<file path="config.mk">
export PLATFORM = sky130hd
export DESIGN_NAME = slot_select_writer
export DESIGN_NICKNAME = d
export VERILOG_FILES = /design/src/rtl/ssw_pkg.sv /design/src/rtl/ssw_rst_sync.sv /design/src/rtl/ssw_phase_timer.sv /design/src/rtl/ssw_shifter.sv /design/src/rtl/slot_select_writer.sv
export SDC_FILE = /design/constraint.sdc
export NUM_CORES = 1
export LEC_CHECK = 0
export ABC_CLOCK_PERIOD_IN_PS = 1900
export CAP_MARGIN = 10
export CORE_MARGIN = 5
export CORE_UTILIZATION = 60
export CTS_BUF_LIST = sky130_fd_sc_hd__clkbuf_16
export DETAILED_ROUTE_END_ITERATION = 16
export DONT_BUFFER_PORTS = 1
export MAX_ROUTING_LAYER = met4
export PLACE_DENSITY = 0.76
export SLEW_MARGIN = 20
export SYNTH_ARGS = -nofsm -noshare
export SYNTH_HDL_FRONTEND = slang
export SYNTH_SLANG_ARGS = --single-unit
</file>
<file path="constraint.sdc">
create_clock -name clk -period 1.9 [get_ports clk]
set_input_delay 0.19 -clock clk [delete_from_list [all_inputs] [get_ports clk]]
set_output_delay 0.19 -clock clk [all_outputs]
set_load 0.02 [all_outputs]
</file>
<file path="src/rtl/ssw_pkg.sv">
package ssw_pkg;
  typedef enum logic [2:0] {
    PH_IDLE  = 3'd0,
    PH_SETUP = 3'd1,
    PH_LOW   = 3'd2,
    PH_HIGH  = 3'd3,
    PH_HOLD  = 3'd4
  } phase_e;
endpackage

</file>
<file path="src/rtl/ssw_rst_sync.sv">
module ssw_rst_sync #(
  parameter int STAGES = 2
) (
  input  logic clk,
  input  logic rst_n,
  output logic rst_n_sync_o
);
  logic [STAGES-1:0] chain_q;

  always_ff @(posedge clk or negedge rst_n) begin
    if (!rst_n) chain_q <= '0;
    else        chain_q <= {chain_q[STAGES-2:0], 1'b1};
  end

  assign rst_n_sync_o = chain_q[STAGES-1];
endmodule

</file>
<file path="src/rtl/ssw_phase_timer.sv">
module ssw_phase_timer #(
  parameter int CNT_W = 8
) (
  input  logic             clk,
  input  logic             rst_n,
  input  logic             load_i,
  input  logic [CNT_W-1:0] load_val_i,
  output logic             zero_o
);
  logic [CNT_W-1:0] cnt_q, cnt_d;

  always_comb begin
    cnt_d = cnt_q;
    if (load_i)            cnt_d = load_val_i;
    else if (cnt_q != '0)  cnt_d = cnt_q - 1'b1;
  end

  always_ff @(posedge clk or negedge rst_n) begin
    if (!rst_n) cnt_q <= '0;
    else        cnt_q <= cnt_d;
  end

  assign zero_o = (cnt_q == '0);
endmodule

</file>
<file path="src/rtl/ssw_shifter.sv">
module ssw_shifter #(
  parameter int WORD_W = 16,
  localparam int BIT_W = (WORD_W > 1) ? $clog2(WORD_W) : 1
) (
  input  logic              clk,
  input  logic              rst_n,
  input  logic              load_i,
  input  logic [WORD_W-1:0] word_i,
  input  logic              shift_i,
  output logic              msb_o,
  output logic              last_o
);
  logic [WORD_W-1:0] sh_q, sh_d;
  logic [BIT_W-1:0]  left_q, left_d;

  always_comb begin
    sh_d   = sh_q;
    left_d = left_q;
    if (load_i) begin
      sh_d   = word_i;
      left_d = BIT_W'(WORD_W - 1);
    end else if (shift_i) begin
      sh_d   = {sh_q[WORD_W-2:0], 1'b0};
      left_d = left_q - 1'b1;
    end
  end

  always_ff @(posedge clk or negedge rst_n) begin
    if (!rst_n) begin
      sh_q   <= '0;
      left_q <= '0;
    end else begin
      sh_q   <= sh_d;
      left_q <= left_d;
    end
  end

  assign msb_o  = sh_q[WORD_W-1];
  assign last_o = (left_q == '0);
endmodule

</file>
<file path="src/rtl/slot_select_writer.sv">
module slot_select_writer
  import ssw_pkg::*;
#(
  parameter int WORD_W     = 16,
  parameter int CLK_PS     = 8000,
  parameter int SETUP_PS   = 75000,
  parameter int HOLD_PS    = 250000,
  parameter int CLK_LO_CYC = 2,
  parameter int CLK_HI_CYC = 3
) (
  input  logic              clk,
  input  logic              rst_n,
  input  logic              start_i,
  input  logic [WORD_W-1:0] word_i,
  input  logic              zero_i,
  output logic              busy_o,
  output logic              done_o,
  output logic              strobe_n_o,
  output logic              sclk_o,
  output logic              sdata_o
);
  localparam int SETUP_RAW = (SETUP_PS + CLK_PS - 1) / CLK_PS;
  localparam int HOLD_RAW  = (HOLD_PS + CLK_PS - 1) / CLK_PS;
  localparam int SETUP_CYC = (SETUP_RAW < 1) ? 1 : SETUP_RAW;
  localparam int HOLD_CYC  = (HOLD_RAW < 1) ? 1 : HOLD_RAW;
  localparam int LO_CYC    = (CLK_LO_CYC < 1) ? 1 : CLK_LO_CYC;
  localparam int HI_CYC    = (CLK_HI_CYC < 1) ? 1 : CLK_HI_CYC;
  localparam int CNT_W     = $clog2(SETUP_CYC + HOLD_CYC + LO_CYC + HI_CYC + 1);

  logic              rst_n_s;
  phase_e            state_q, state_d;
  logic              tmr_load, tmr_zero;
  logic [CNT_W-1:0]  tmr_val;
  logic              sh_load, sh_shift, sh_msb, sh_last;
  logic [WORD_W-1:0] sh_word;
  logic              done_q, done_d;
  logic              strobe_n_q, sclk_q;

  ssw_rst_sync #(.STAGES(2)) u_rst_sync (
    .clk(clk), .rst_n(rst_n), .rst_n_sync_o(rst_n_s)
  );

  ssw_phase_timer #(.CNT_W(CNT_W)) u_timer (
    .clk(clk), .rst_n(rst_n_s), .load_i(tmr_load),
    .load_val_i(tmr_val), .zero_o(tmr_zero)
  );

  ssw_shifter #(.WORD_W(WORD_W)) u_shifter (
    .clk(clk), .rst_n(rst_n_s), .load_i(sh_load), .word_i(sh_word),
    .shift_i(sh_shift), .msb_o(sh_msb), .last_o(sh_last)
  );

  // Next-state logic: one shared down-counter times every phase.
  always_comb begin
    state_d  = state_q;
    tmr_load = 1'b0;
    tmr_val  = '0;
    sh_load  = 1'b0;
    sh_shift = 1'b0;
    sh_word  = start_i ? word_i : '0;
    done_d   = 1'b0;
    unique case (state_q)
      PH_IDLE: begin
        if (start_i || zero_i) begin
          state_d  = PH_SETUP;
          tmr_load = 1'b1;
          tmr_val  = CNT_W'(SETUP_CYC - 1);
          sh_load  = 1'b1;
        end
      end
      PH_SETUP: begin
        if (tmr_zero) begin
          state_d  = PH_LOW;
          tmr_load = 1'b1;
          tmr_val  = CNT_W'(LO_CYC - 1);
        end
      end
      PH_LOW: begin
        if (tmr_zero) begin
          state_d  = PH_HIGH;
          tmr_load = 1'b1;
          tmr_val  = CNT_W'(HI_CYC - 1);
        end
      end
      PH_HIGH: begin
        if (tmr_zero) begin
          tmr_load = 1'b1;
          if (sh_last) begin
            state_d = PH_HOLD;
            tmr_val = CNT_W'(HOLD_CYC - 1);
          end else begin
            state_d  = PH_LOW;
            tmr_val  = CNT_W'(LO_CYC - 1);
            sh_shift = 1'b1;
          end
        end
      end
      PH_HOLD: begin
        if (tmr_zero) begin
          state_d = PH_IDLE;
          done_d  = 1'b1;
        end
      end
      default: state_d = PH_IDLE;
    endcase
  end

  // Register process: line outputs come straight from flops.
  always_ff @(posedge clk or negedge rst_n_s) begin
    if (!rst_n_s) begin
      state_q    <= PH_IDLE;
      done_q     <= 1'b0;
      strobe_n_q <= 1'b1;
      sclk_q     <= 1'b1;
    end else begin
      state_q    <= state_d;
      done_q     <= done_d;
      strobe_n_q <= (state_d == PH_IDLE);
      sclk_q     <= (state_d != PH_LOW);
    end
  end

  assign busy_o     = ~strobe_n_q;
  assign done_o     = done_q;
  assign strobe_n_o = strobe_n_q;
  assign sclk_o     = sclk_q;
  assign sdata_o    = sh_msb;
endmodule

</file>
Word-level counts from Yosys, hierarchy flattened

Cells that the tools add are included.

Add/subtract/negate cells: 2
Equal/unequal tests: 5
Mux-type cells: 28
Bitwise logic cells: 1
Reductions and logical operators: 9

Operators with widths:

| operator                                                                 | count |
|---|---|
| 16-bit 2-to-1 mux                                                        | 3 |
| 5-bit one-hot mux with 4 select lines                                    | 1 |
| 3-bit 2-to-1 mux                                                         | 6 |
| 3-bit one-hot mux with 5 select lines                                    | 1 |
| 4-bit 2-to-1 mux                                                         | 3 |
| 6-bit 2-to-1 mux                                                         | 2 |
| 5-bit 2-to-1 mux                                                         | 2 |
| 1-bit 2-to-1 mux                                                         | 8 |
| 3-bit by 2-bit == test with 1-bit output (second input constant)         | 2 |
| 3-bit logical NOT                                                        | 2 |
| 6-bit logical NOT                                                        | 1 |
| 6-bit nonzero test                                                       | 1 |
| 6-bit by 1-bit subtractor with 6-bit output (second input constant)      | 1 |
| 4-bit logical NOT                                                        | 1 |
| 2-bit nonzero test                                                       | 2 |
| 4-bit by 1-bit subtractor with 4-bit output (second input constant)      | 1 |
| 3-bit by 1-bit == test with 1-bit output (second input constant)         | 1 |
| 3-bit == test (second input constant)                                    | 1 |
| 3-bit by 2-bit inequality test with 1-bit output (second input constant) | 1 |
| 3-bit OR reduction                                                       | 1 |
| 2-bit 2-to-1 mux                                                         | 1 |
| 1-bit one-hot mux with 2 select lines                                    | 1 |
| 1-bit logical OR                                                         | 1 |
| 1-bit NOT                                                                | 1 |

Bits in registers: 34
Output and inout port bits: 5
Logic and storage cells: 53

Logic depth before layout (Yosys ltp)

Word-level depth: 6
Mapped depth: 8
Depth with buffers taken out: 6

Cells and area by module

From an unflattened synthesis, not the netlist that was laid out.

Cells, all modules: 192
Area total of the unflattened synthesis: 1860.5 um2

By module, submodules not included:

| module             | times used | cells an instance | area an instance (um2) | sequential area each (um2) |
|---|---|---|---|---|
| ssw_shifter        | 1          | 90                | 953.4                  | 500.5 |
| slot_select_writer | 1          | 59                | 452.9                  | 152.6 |
| ssw_phase_timer    | 1          | 40                | 400.4                  | 150.1 |
| ssw_rst_sync       | 1          | 3                 | 53.8                   | 50.0 |

Worst setup path before layout

OpenSTA, ideal clock, no wires.

Path type: register to register
From: reg u_shifter.left_q[0]
To: reg u_shifter.sh_q[10]
Arrival time: 1.546 ns
Data required time: 1.773 ns
Slack: 0.227 ns
Stages on the path, launching flop included: 8
Path buffers: 1
Path through: dfrtp_1 -> inv_1 -> ha_1 -> nor3b_2 -> nor2_1 -> clkbuf_1 -> a211oi_1 -> a21oi_1

Word-level cells in the longest chain between the ends: 5

RTL lines:

| element                             | RTL line                 | text |
|---|---|---|
| start, declared                     | ssw_shifter.sv:14        | `logic [BIT_W-1:0] left_q, left_d;` |
| start signal, assigned              | ssw_shifter.sv:34        | `left_q <= left_d;` |
| 4-bit logical NOT                   | ssw_shifter.sv:39        | `assign last_o = (left_q == '0);` |
| 1-bit 2-to-1 mux                    | slot_select_writer.sv:88 | `if (sh_last) begin` |
| 1-bit 2-to-1 mux                    | slot_select_writer.sv:86 | `if (tmr_zero) begin` |
| 1-bit 2-to-1 mux                    | slot_select_writer.sv:62 | `unique case (state_q)` |
| 2-bit nonzero test (no source line) | n/a                      |  |
| end signal, assigned                | ssw_shifter.sv:30        | `sh_q <= '0;` |
| end signal, assigned                | ssw_shifter.sv:33        | `sh_q <= sh_d;` |
| end, declared                       | ssw_shifter.sv:13        | `logic [WORD_W-1:0] sh_q, sh_d;` |

No other way between the ends.
A chain may end at the register's enable or synchronous reset.

Final worst setup path

From: reg u_timer.cnt_q[0]
To: reg u_shifter.sh_q[0]

Word-level cells in the longest chain between the ends: 4

RTL lines:

| element                             | RTL line                 | text |
|---|---|---|
| start, declared                     | ssw_phase_timer.sv:10    | `logic [CNT_W-1:0] cnt_q, cnt_d;` |
| start signal, assigned              | ssw_phase_timer.sv:20    | `else cnt_q <= cnt_d;` |
| 6-bit logical NOT                   | ssw_phase_timer.sv:23    | `assign zero_o = (cnt_q == '0);` |
| 1-bit 2-to-1 mux                    | slot_select_writer.sv:86 |  |
| 1-bit 2-to-1 mux                    | slot_select_writer.sv:62 |  |
| 2-bit nonzero test (no source line) | n/a                      |  |

No other way between the ends.

==> flow_summary.ini <==
[run_status]
status = complete, no violations

[global_route]
grt_pass1_vias = 1454
grt_max_degree = 33
antenna_found_initial = 0
grt_pass1_wl_um = 6950
grt_util_all_layers_pct = 22.1
grt_remaining_overflow = 0

[detailed_routing]
vias = 1476
viasPerCell = 6.50
drt_pass1_iterations = 4
wl_um = 3950
wl_per_cell_um = 17.4
final_antenna_net_count = 0
drt_iter0_markers = 101
drc = 0

[floorplan]
core-area_um2 = 2810
rows = 19
die_x_um = 64.4
io_pins = 25
die_h_um = 64.4
start_util_pct = 63.3
die_area_um2 = 4150

[clock_tree]
cts_sinks = 34
cts_buffers = 5
cts_buffer_depth = 2
cts_tree = done
htreeDepth = 2
post_cts_buffers = 0
cts_root_buf = clkbuf_16
clock_latency_ps = 280
clk_pin_slew_ps = 50

[final_layout]
instances_no_fill = 227
final_area_um2 = 2010
diodes = 0
fin_nets = 218
area_growth_pct = 13.4
drive_gt1_share_pct = 14.8

[timing]
setup_violations = 0
hold_viol = 0
fin_crit_ps = 1740
max_clock_freq_mhz = 573
finalWorstSetupSlack_ps = 156
hold_ws_ps = 48.9
rsz0062_at_grt = false
drv_slew = 0
finClkSkew_ps = 6.20
setup-tns-final_ps = 0
period_share_pct = 91.8

[place]
routabilityCongestion = 0.914
numPortBuffers = 0
place_inst = 218
dp_slack_ps = 71.2
placed_area_um2 = 1860
dp_hpwl_um = 2770

[synth]
synth.most_common_cell = dfrtp_1
yosysTopAreaCellShare_pct = 45.1
synth.avg_cell_area_um2 = 9.60
yosysWarnings = 0
syn-cell-area_um2 = 1780
synth_seq_cells = 34
yosys-top-cells-count = 32 x dfrtp_1, 27 x nand2_1, 22 x o211ai_1
ys.flop_type = dfrtp_1
yosysTopAreaCell = dfrtp_1
syn_inst = 185
synth_enable_flop_cells = 0
synth_seq_area_share_pct = 48.0
synth_area_leaders = dfrtp_1 45%, o211ai_1 9.3%, nand2_1 5.7%, dfstp_2 3.0%, nand3_1 2.8%
async_flop_share_pct = 100
syn_nets = 208
synth_cell_types = 47

[worst_setup_path]
arrival_ps = 1900
cp.required_ps = 2060
ff2ff_path_depth = 6
cp-start-kind = flip-flop
crit_fanout = 8
endpoint_kind = flip-flop
criticalPathCategory = flip-flop to flip-flop

[min_path]
hold_depth = 2
hold_path.class = input port to flip-flop

[power]
pwr_density_cell_nw_per_um2 = 1550
irDropWorstVdd_mv = 1.19
p_leak_nw = 0.826

[run]
maxCapViolCount = 0
## repair_timing
action | 4_1_cts | 5_1_grt
hold buffers | 1 | 0
endpoints found under the setup margin | 0 | 8
endpoints found under the hold margin | 2 | 0
resized for setup | 0 | 1
## flip-flops by register name (all words and copies together) (netlist names)
register / flops
done_o: 1
sclk_o: 1
state_q: 3
strobe_n_o: 1
u_rst_sync.chain_q: 2
u_shifter.left_q: 4
u_shifter.sh_q: 16
u_timer.cnt_q: 6
## final timing paths
check | endpoint | slack (ps) | from
setup / recovery | u_shifter.sh_q[0] | 160 | u_timer.cnt_q[0]
hold / removal | u_shifter.sh_q[14] | 50 | word_i[14]
setup reg to reg | u_shifter.sh_q[0] | 160 | u_timer.cnt_q[0]
hold reg to reg | u_timer.cnt_q[2] | 250 | u_rst_sync.chain_q[1]
max in group asynchronous | sclk_o | 1320 | u_rst_sync.chain_q[1]
min in group asynchronous | u_rst_sync.chain_q[0] | 150 | rst_n
## critical path, cell delays in order (launching register included)
cell and delay, ps:
dfrtp_1 410, inv_1 110, ha_1 220, and3b_1 190
and2_1 150, nand2_1 220, a32o_1 340
## logic make-up after synthesis
logic type      share of synthesized area, %
compound gates                          20.8
fa+ha+maj                               2.11
other cells                            0.211
flops                                   48.0
mux                                    0.563
buf+inv                                 3.87
xor+xnor                               0.986
simple gates                            23.5
## power breakdown
group          switching [mW]  leakage (nW)  total, mW  internal (mW)
registers               0.203         0.409       1.20          0.994
clock network           0.273        0.0748      0.747          0.474
logic                   0.659         0.343       1.18          0.521
total                    1.14         0.826       3.12           1.99
## area by class of cell
cell class | instances | area (um^2)
Fill cell | 216 | 791
Tap cell | 31 | 38.8
Clock buffer | 5 | 125
Clock inverter | 3 | 13.8
Timing Repair Buffer | 14 | 108
Inverter | 5 | 18.8
Multi-Input combinational cell | 135 | 857
Sequential cell | 34 | 853
## layer usage
metal  up-vias  share of wire (%)  global-route usage, %
li1        702                  -                      -
met1       709                 44                   28.9
met2        53                 49                   32.5
met3        12                5.2                   6.74
met4         0                2.0                   7.92
met5         -                  0                      -
## metrics by stage
step                power, mW  util (%)
CTS                      3.13      71.7
floorplan                2.05         -
finish                   3.12      71.8
detailed placement       2.37      66.4
global route             3.36      71.8
global placement         2.31      66.4
## cells in the final DEF, fill, tap and decap left out, types with 2 or more instances in the layout
cell type	Yosys	layout
o21ai_1	4	4
o21ai_0	4	4
a211oi_1	2	2
a31oi_1	3	3
dfrtp_1	32	32
a21oi_1	9	9
ha_1	3	3
and4_1	2	2
nand2b_1	2	2
xnor2_1	2	2
clkinv_2	0	2
nand3_1	10	10
buf_4	0	13
nor2_1	10	9
clkbuf_16	0	5
nor3_1	6	6
dfstp_2	2	2
o21a_1	2	2
inv_1	5	6
o211ai_1	22	22
nand2_1	27	27
Power figures use the tool's default switching activity.
